==> src/rtl/sio_irq_pkg.sv <==
package sio_irq_pkg;

    localparam int CFG_W  = 8;
    localparam int VEC_W  = 3;
    localparam int NCAUSE = 4;

    typedef enum logic [1:0] {
        RXM_OFF       = 2'b00,
        RXM_FIRST     = 2'b01,
        RXM_ALL_SPEC  = 2'b10,
        RXM_ALL_PLAIN = 2'b11
    } rx_mode_e;

    // Field order follows the bit positions of the control byte.
    typedef struct packed {
        logic     wr_en;     // bit 7
        logic     wr_on_rx;  // bit 6
        logic     wr_ready;  // bit 5
        rx_mode_e rx_mode;   // bits 4:3
        logic     stat_vec;  // bit 2
        logic     tx_ie;     // bit 1
        logic     ext_ie;    // bit 0
    } cfg_t;

    // Field order is the priority order, highest first.
    typedef struct packed {
        logic spec;
        logic rx;
        logic tx;
        logic ext;
    } pend_t;

    typedef enum logic [VEC_W-1:0] {
        VC_TX   = 3'd0,
        VC_EXT  = 3'd1,
        VC_RX   = 3'd2,
        VC_SPEC = 3'd3
    } vcode_e;

    function automatic pend_t pick_top(pend_t p);
        pend_t r;
        r = '0;
        if (p.spec)     r.spec = 1'b1;
        else if (p.rx)  r.rx   = 1'b1;
        else if (p.tx)  r.tx   = 1'b1;
        else if (p.ext) r.ext  = 1'b1;
        return r;
    endfunction

    function automatic vcode_e code_of(pend_t top);
        if (top.spec)    return VC_SPEC;
        else if (top.rx) return VC_RX;
        else if (top.ext) return VC_EXT;
        return VC_TX;
    endfunction

endpackage

==> src/rtl/sio_cfg_reg.sv <==
module sio_cfg_reg
    import sio_irq_pkg::*;
(
    input  logic             clk,
    input  logic             rst,
    input  logic             we,
    input  logic [CFG_W-1:0] wdata,
    output cfg_t             cfg
);

    always_ff @(posedge clk) begin
        if (rst)     cfg <= '0;
        else if (we) cfg <= cfg_t'(wdata);
    end

endmodule

==> src/rtl/sio_rx_event.sv <==
module sio_rx_event
    import sio_irq_pkg::*;
(
    input  logic     clk,
    input  logic     rst,
    input  rx_mode_e mode,
    input  logic     we,
    input  rx_mode_e wmode,
    input  logic     rx_char,
    input  logic     rx_perr,
    output logic     rx_set,
    output logic     spec_set
);

    logic armed;

    always_ff @(posedge clk) begin
        if (rst)
            armed <= 1'b0;
        else if (we)
            armed <= (wmode == RXM_FIRST);
        else if (rx_char && mode == RXM_FIRST)
            armed <= 1'b0;
    end

    always_comb begin
        rx_set   = 1'b0;
        spec_set = 1'b0;
        case (mode)
            RXM_FIRST: begin
                if (rx_char) begin
                    if (rx_perr)    spec_set = 1'b1;
                    else if (armed) rx_set   = 1'b1;
                end
            end
            RXM_ALL_SPEC: begin
                if (rx_char) begin
                    if (rx_perr) spec_set = 1'b1;
                    else         rx_set   = 1'b1;
                end
            end
            RXM_ALL_PLAIN: rx_set = rx_char;
            default: ;
        endcase
    end

    AST_RX_OFF_SILENT: assert property (@(posedge clk) disable iff (rst)
        (mode == RXM_OFF) |-> (!rx_set && !spec_set));
    AST_FIRST_ONLY_ONCE: assert property (@(posedge clk) disable iff (rst)
        (mode == RXM_FIRST && rx_char && !rx_perr && !we) |=> !(rx_set && mode == RXM_FIRST && !$past(we)));
    AST_PLAIN_NO_SPEC: assert property (@(posedge clk) disable iff (rst)
        (mode == RXM_ALL_PLAIN && rx_char) |-> (rx_set && !spec_set));

endmodule

==> src/rtl/sio_irq_pend.sv <==
module sio_irq_pend
    import sio_irq_pkg::*;
(
    input  logic             clk,
    input  logic             rst,
    input  pend_t            set,
    input  logic             int_ack,
    input  logic             vec_on,
    output logic             irq,
    output logic [VEC_W-1:0] vec_mod
);

    pend_t pend, top, clr;

    assign top = pick_top(pend);
    assign clr = int_ack ? top : pend_t'('0);

    always_ff @(posedge clk) begin
        if (rst) pend <= '0;
        else     pend <= (pend & ~clr) | set;
    end

    assign irq     = |pend;
    assign vec_mod = (vec_on && irq) ? code_of(top) : VC_TX;

    AST_SET_RAISES_IRQ: assert property (@(posedge clk) disable iff (rst)
        (|set) |=> irq);
    AST_ACK_CLEARS_TOP: assert property (@(posedge clk) disable iff (rst)
        (int_ack && irq && ((top & set) == '0)) |=> ((pend & $past(top)) == '0));
    AST_IDLE_NO_VEC: assert property (@(posedge clk) disable iff (rst)
        !irq |-> (vec_mod == '0));

endmodule

==> src/rtl/sio_wait_ready.sv <==
module sio_wait_ready (
    input  logic clk,
    input  logic rst,
    input  logic wr_en,
    input  logic wr_on_rx,
    input  logic wr_ready,
    input  logic rx_full,
    input  logic tx_free,
    input  logic cpu_xfer,
    output logic wait_ready_n
);

    logic dir_ok;

    assign dir_ok = wr_on_rx ? rx_full : tx_free;

    always_comb begin
        if (!wr_en)        wait_ready_n = 1'b1;
        else if (wr_ready) wait_ready_n = !dir_ok;
        else               wait_ready_n = !(cpu_xfer && !dir_ok);
    end

    AST_WR_OFF_HIGH: assert property (@(posedge clk) disable iff (rst)
        !wr_en |-> wait_ready_n);
    AST_WAIT_NEEDS_XFER: assert property (@(posedge clk) disable iff (rst)
        (wr_en && !wr_ready && !cpu_xfer) |-> wait_ready_n);

endmodule

==> src/rtl/sio_irq_ctrl.sv <==
module sio_irq_ctrl
    import sio_irq_pkg::*;
(
    input  logic             clk,
    input  logic             rst,
    input  logic             cfg_we,
    input  logic [CFG_W-1:0] cfg_wdata,
    input  logic             chan_b,
    input  logic             rx_char,
    input  logic             rx_perr,
    input  logic             tx_empty,
    input  logic             ext_change,
    input  logic             int_ack,
    input  logic             rx_full,
    input  logic             tx_free,
    input  logic             cpu_xfer,
    output logic             irq,
    output logic [VEC_W-1:0] vec_mod,
    output logic             wait_ready_n
);

    cfg_t  cfg;
    pend_t set;
    logic  rx_set, spec_set;

    sio_cfg_reg u_cfg (
        .clk   (clk),
        .rst   (rst),
        .we    (cfg_we),
        .wdata (cfg_wdata),
        .cfg   (cfg)
    );

    sio_rx_event u_rx (
        .clk      (clk),
        .rst      (rst),
        .mode     (cfg.rx_mode),
        .we       (cfg_we),
        .wmode    (rx_mode_e'(cfg_wdata[4:3])),
        .rx_char  (rx_char),
        .rx_perr  (rx_perr),
        .rx_set   (rx_set),
        .spec_set (spec_set)
    );

    always_comb begin
        set.spec = spec_set;
        set.rx   = rx_set;
        set.tx   = tx_empty && cfg.tx_ie;
        set.ext  = ext_change && cfg.ext_ie;
    end

    sio_irq_pend u_pend (
        .clk     (clk),
        .rst     (rst),
        .set     (set),
        .int_ack (int_ack),
        .vec_on  (cfg.stat_vec && chan_b),
        .irq     (irq),
        .vec_mod (vec_mod)
    );

    sio_wait_ready u_wr (
        .clk          (clk),
        .rst          (rst),
        .wr_en        (cfg.wr_en),
        .wr_on_rx     (cfg.wr_on_rx),
        .wr_ready     (cfg.wr_ready),
        .rx_full      (rx_full),
        .tx_free      (tx_free),
        .cpu_xfer     (cpu_xfer),
        .wait_ready_n (wait_ready_n)
    );

    AST_CHAN_A_NO_VEC: assert property (@(posedge clk) disable iff (rst)
        !chan_b |-> (vec_mod == 3'b000));

endmodule

==> config.mk <==
export PLATFORM = sky130hd
export DESIGN_NAME = sio_irq_ctrl
export DESIGN_NICKNAME = d
export VERILOG_FILES = /design/src/rtl/sio_irq_pkg.sv /design/src/rtl/sio_cfg_reg.sv /design/src/rtl/sio_rx_event.sv /design/src/rtl/sio_irq_pend.sv /design/src/rtl/sio_wait_ready.sv /design/src/rtl/sio_irq_ctrl.sv
export SDC_FILE = /design/constraint.sdc
export NUM_CORES = 1
export LEC_CHECK = 0
export BUFFER_PORTS_ARGS = -buffer_cell sky130_fd_sc_hd__buf_4
export CORE_UTILIZATION = 35
export CTS_BUF_LIST = sky130_fd_sc_hd__clkbuf_4 sky130_fd_sc_hd__clkbuf_8 sky130_fd_sc_hd__clkbuf_16
export CTS_CLUSTER_DIAMETER = 120
export DETAILED_ROUTE_END_ITERATION = 10
export GPL_TIMING_DRIVEN = 0
export PLACE_DENSITY = 0.7
export SLEW_MARGIN = 20
export SYNTH_ARGS = -nofsm -noshare
export SYNTH_HDL_FRONTEND = slang
export SYNTH_SLANG_ARGS = --single-unit
==> constraint.sdc <==
create_clock -name clk -period 1.1 [get_ports clk]
set_input_delay 0.165 -clock clk [delete_from_list [all_inputs] [get_ports clk]]
set_output_delay 0.165 -clock clk [all_outputs]
set_load 0.005 [all_outputs]
==> results_dict.tcl <==
set metrics [dict create \
    status "finished with violations" \
    violations "DRC, setup timing" \
    p_leak_nw 0.456 \
    wl_met1_um 609 \
    rsz0062_at_grt "yes" \
    clock_power_share_pct 30.9 \
    r2r_start "u_cfg.cfg[3]" \
    vias 577 \
    drt_pre_antenna_iters 9 \
    powerDensity_nw_per_um2 1040 \
    rows 14 \
    viasPerCell 4.85 \
    ys_seq_area_share_pct 41.7 \
    setup_viol 4 \
    top_layer_used "met4" \
    wl_met2_um 630 \
    setup.worst_path.end_class "primary output" \
    critPathKind "register to primary output" \
    syn_inst 71 \
    cts-root-buf "clkbuf_4" \
    clockBufferDepth 2 \
    synth_top_cell_by_area "dfxtp_1" \
    dp.final_hpwl_um 919 \
    synth_common_cells "nor2_1 (15), dfxtp_1 (13), mux2i_1 (8)" \
    track_usage_pct 14.8 \
    synth_top_area_share_pct 41.7 \
    peakVddDrop_uv 708 \
    syn_nets 95 \
    wl_met3_um 90 \
    p_sw_mw 0.236 \
    area_delta_synth_final_pct 54.3 \
    gp_congestion 0.772 \
    hp-class "input pin to register" \
    maxCapViolations 0 \
    cts_htree_levels 1 \
    grt.overflow.total 0 \
    wl_per_cell_um 11.3 \
    fin_cells 119 \
    ys_seq_elements 13 \
    path_cells "mux2_4, nor4bb_2, a31oi_1, buf_4" \
    drc_errors 1 \
    diodes 0 \
    min_path_cells 2 \
    grt_pass1_wl_um 2110 \
    reg2reg_slack_ns 0.02 \
    yosys_warnings 0 \
    place_inst 109 \
    drt-initial-drc-count 11 \
    timing.fmax_ghz 0.643 \
    cts.sinks 13 \
    min_to "u_pend.pend[0]" \
    critPathMaxStageDelay_ns 0.34 \
    synth_area_leaders "dfxtp_1 (42%), mux2i_1 (13%), nor2_1 (9.0%), ha_1 (8.0%), nand2_1 (3.6%)" \
    clk_pin_slew_ns 0.08 \
    dieArea_um2 1960 \
    ys.flop_type "dfxtp_1" \
    swShare_pct 23.5 \
    grt_pass1_vias 520 \
    fin_skew_ns 0.00119 \
    pwr-share-seq_pct 50.9 \
    fin_nets 128 \
    pwr-share-comb_pct 18.1 \
    io_pins 25 \
    cts_hold_buffers 0 \
    detail_route.wirelength_um 1340 \
    reg2reg_to "u_pend.pend[2]" \
    synth_async_sr_flop_share_pct 0 \
    cts_tree "yes" \
    drive_above_1_share_pct 48.5 \
    hold_viol_final 0 \
    post-route-min-period_ns 1.55 \
    clk_latency_ns 0.27 \
    postSynthAreaPerCell_um2 8.79 \
    netlist_area_um2 624 \
    core_um2 1580 \
    setup_ws_ns -0.454 \
    crit_path_max_fanout 2 \
    arrival_ns 1.39 \
    grt_max_degree 11 \
    slowest_stage "dfxtp_2" \
    portBuffers 22 \
    die_x_um 44.2 \
    r2r_cells 5 \
    drv_slew 0 \
    fp.dieH_um 44.2 \
    synth.most_common_cell "nor2_1" \
    pre_cts_slack_ns -0.186 \
    ant_nets 0 \
    start_util_pct 39.6 \
    p_int_mw 0.766 \
    hp-start "rst" \
    worstPathRequired_ns 0.94 \
    post-route-period-util_pct 141 \
    critPathLaunchType "register" \
    ys_types 21 \
    cts_made_buffers 3 \
    antenna_found_initial 0 \
    synth_edf_count 0 \
]
-- critical path: cells and delay by family, from the launching register on --
family                 cells  cell delay (ns)
AND/OR/NAND/NOR            1             0.27
AO/OA/AOI/OAI              1             0.07
buffers and inverters      1             0.14
multiplexers               1             0.31
flip-flops                 1             0.34
-- power by group through the flow --
| stage | registers, mW | clock network, mW | logic [mW] |
|---|---|---|---|
| 6_report | 0.510 | 0.310 | 0.182 |
| 3_5_place_dp | 0.523 | 0 | 0.155 |
| 3_3_place_gp | 0.522 | 0 | 0.150 |
| 2_1_floorplan | 0.519 | 0 | 0.0816 |
| 5_1_grt | 0.514 | 0.347 | 0.201 |
| 4_1_cts | 0.509 | 0.327 | 0.167 |
-- layer usage --
metal / up-vias / track usage [%]
li1: 302 / -
met1: 252 / 17.3
met2: 21 / 23.8
met3: 2 / 5.31
met4: 0 / 7.27
met5: - / 0
-- how the worst max path moves through the flow --
stage,startpoint,slack (ns),to
final,u_cfg.cfg[6],-0.45,wait_ready_n
after global routing,u_cfg.cfg[6],-0.54,wait_ready_n
after CTS,u_cfg.cfg[6],-0.47,wait_ready_n
after detailed placement,u_cfg.cfg[6],-0.19,wait_ready_n
after global placement,u_cfg.cfg[6],-0.14,wait_ready_n
after floorplan,u_cfg.cfg[6],0.002,wait_ready_n
-- logic make-up after synthesis --
group	share of synthesized area, %
flops	41.7
buf+inv	5.61
fa+ha+maj	8.02
other cells	0.601
mux	15.2
simple gates	17.6
compound gates	11.2
-- state kept, by name (all words and copies together) (netlist names) --
| name | cells |
|---|---|
| u_cfg.cfg | 8 |
| u_pend.pend | 4 |
| u_rx.armed | 1 |
-- repair_timing --
item | CTS | global route
pin swaps | 6 | 5
resized for setup | 10 | 8
setup buffers | 4 | 2
endpoints found under the setup margin | 6 | 7
gates cloned | 0 | 0
-- layout by cell type, fill, tap and decap left out, drive strengths merged, types with 2 or more instances in the layout --
cell type  netlist  layout
a21oi            4       4
a31oi            2       2
buf              2      30
clkbuf           1       5
dfxtp           13      13
ha               4       4
inv              5       5
mux2i            8       8
nand2            6       6
nand3b           2       2
nor2            15      15
-- area by class of cell --
cell class | count | area, µm²
plain buffers | 3 | 16.3
clock buffers | 4 | 30.0
fillers | 154 | 613
inverters | 5 | 18.8
multi-input cells | 50 | 389
flip-flops and latches | 13 | 275
well taps | 16 | 20.0
repair buffers | 28 | 214
-- per-stage QoR --
step	total power, mW	util [%]	cell area, µm²	TNS (ns)	hold slack, ns
after global routing	1.06	61.1	963	-0.963	0.0670
final	1.00	61.1	963	-0.653	0.0849
after floorplan	0.600	-	629	0	0.234
after global placement	0.673	51.7	815	-0.157	0.368
after CTS	1.00	57.1	901	-0.546	0.0739
after detailed placement	0.678	51.7	815	-0.243	0.368
Note: power is estimated with default switching activity, not from simulation.
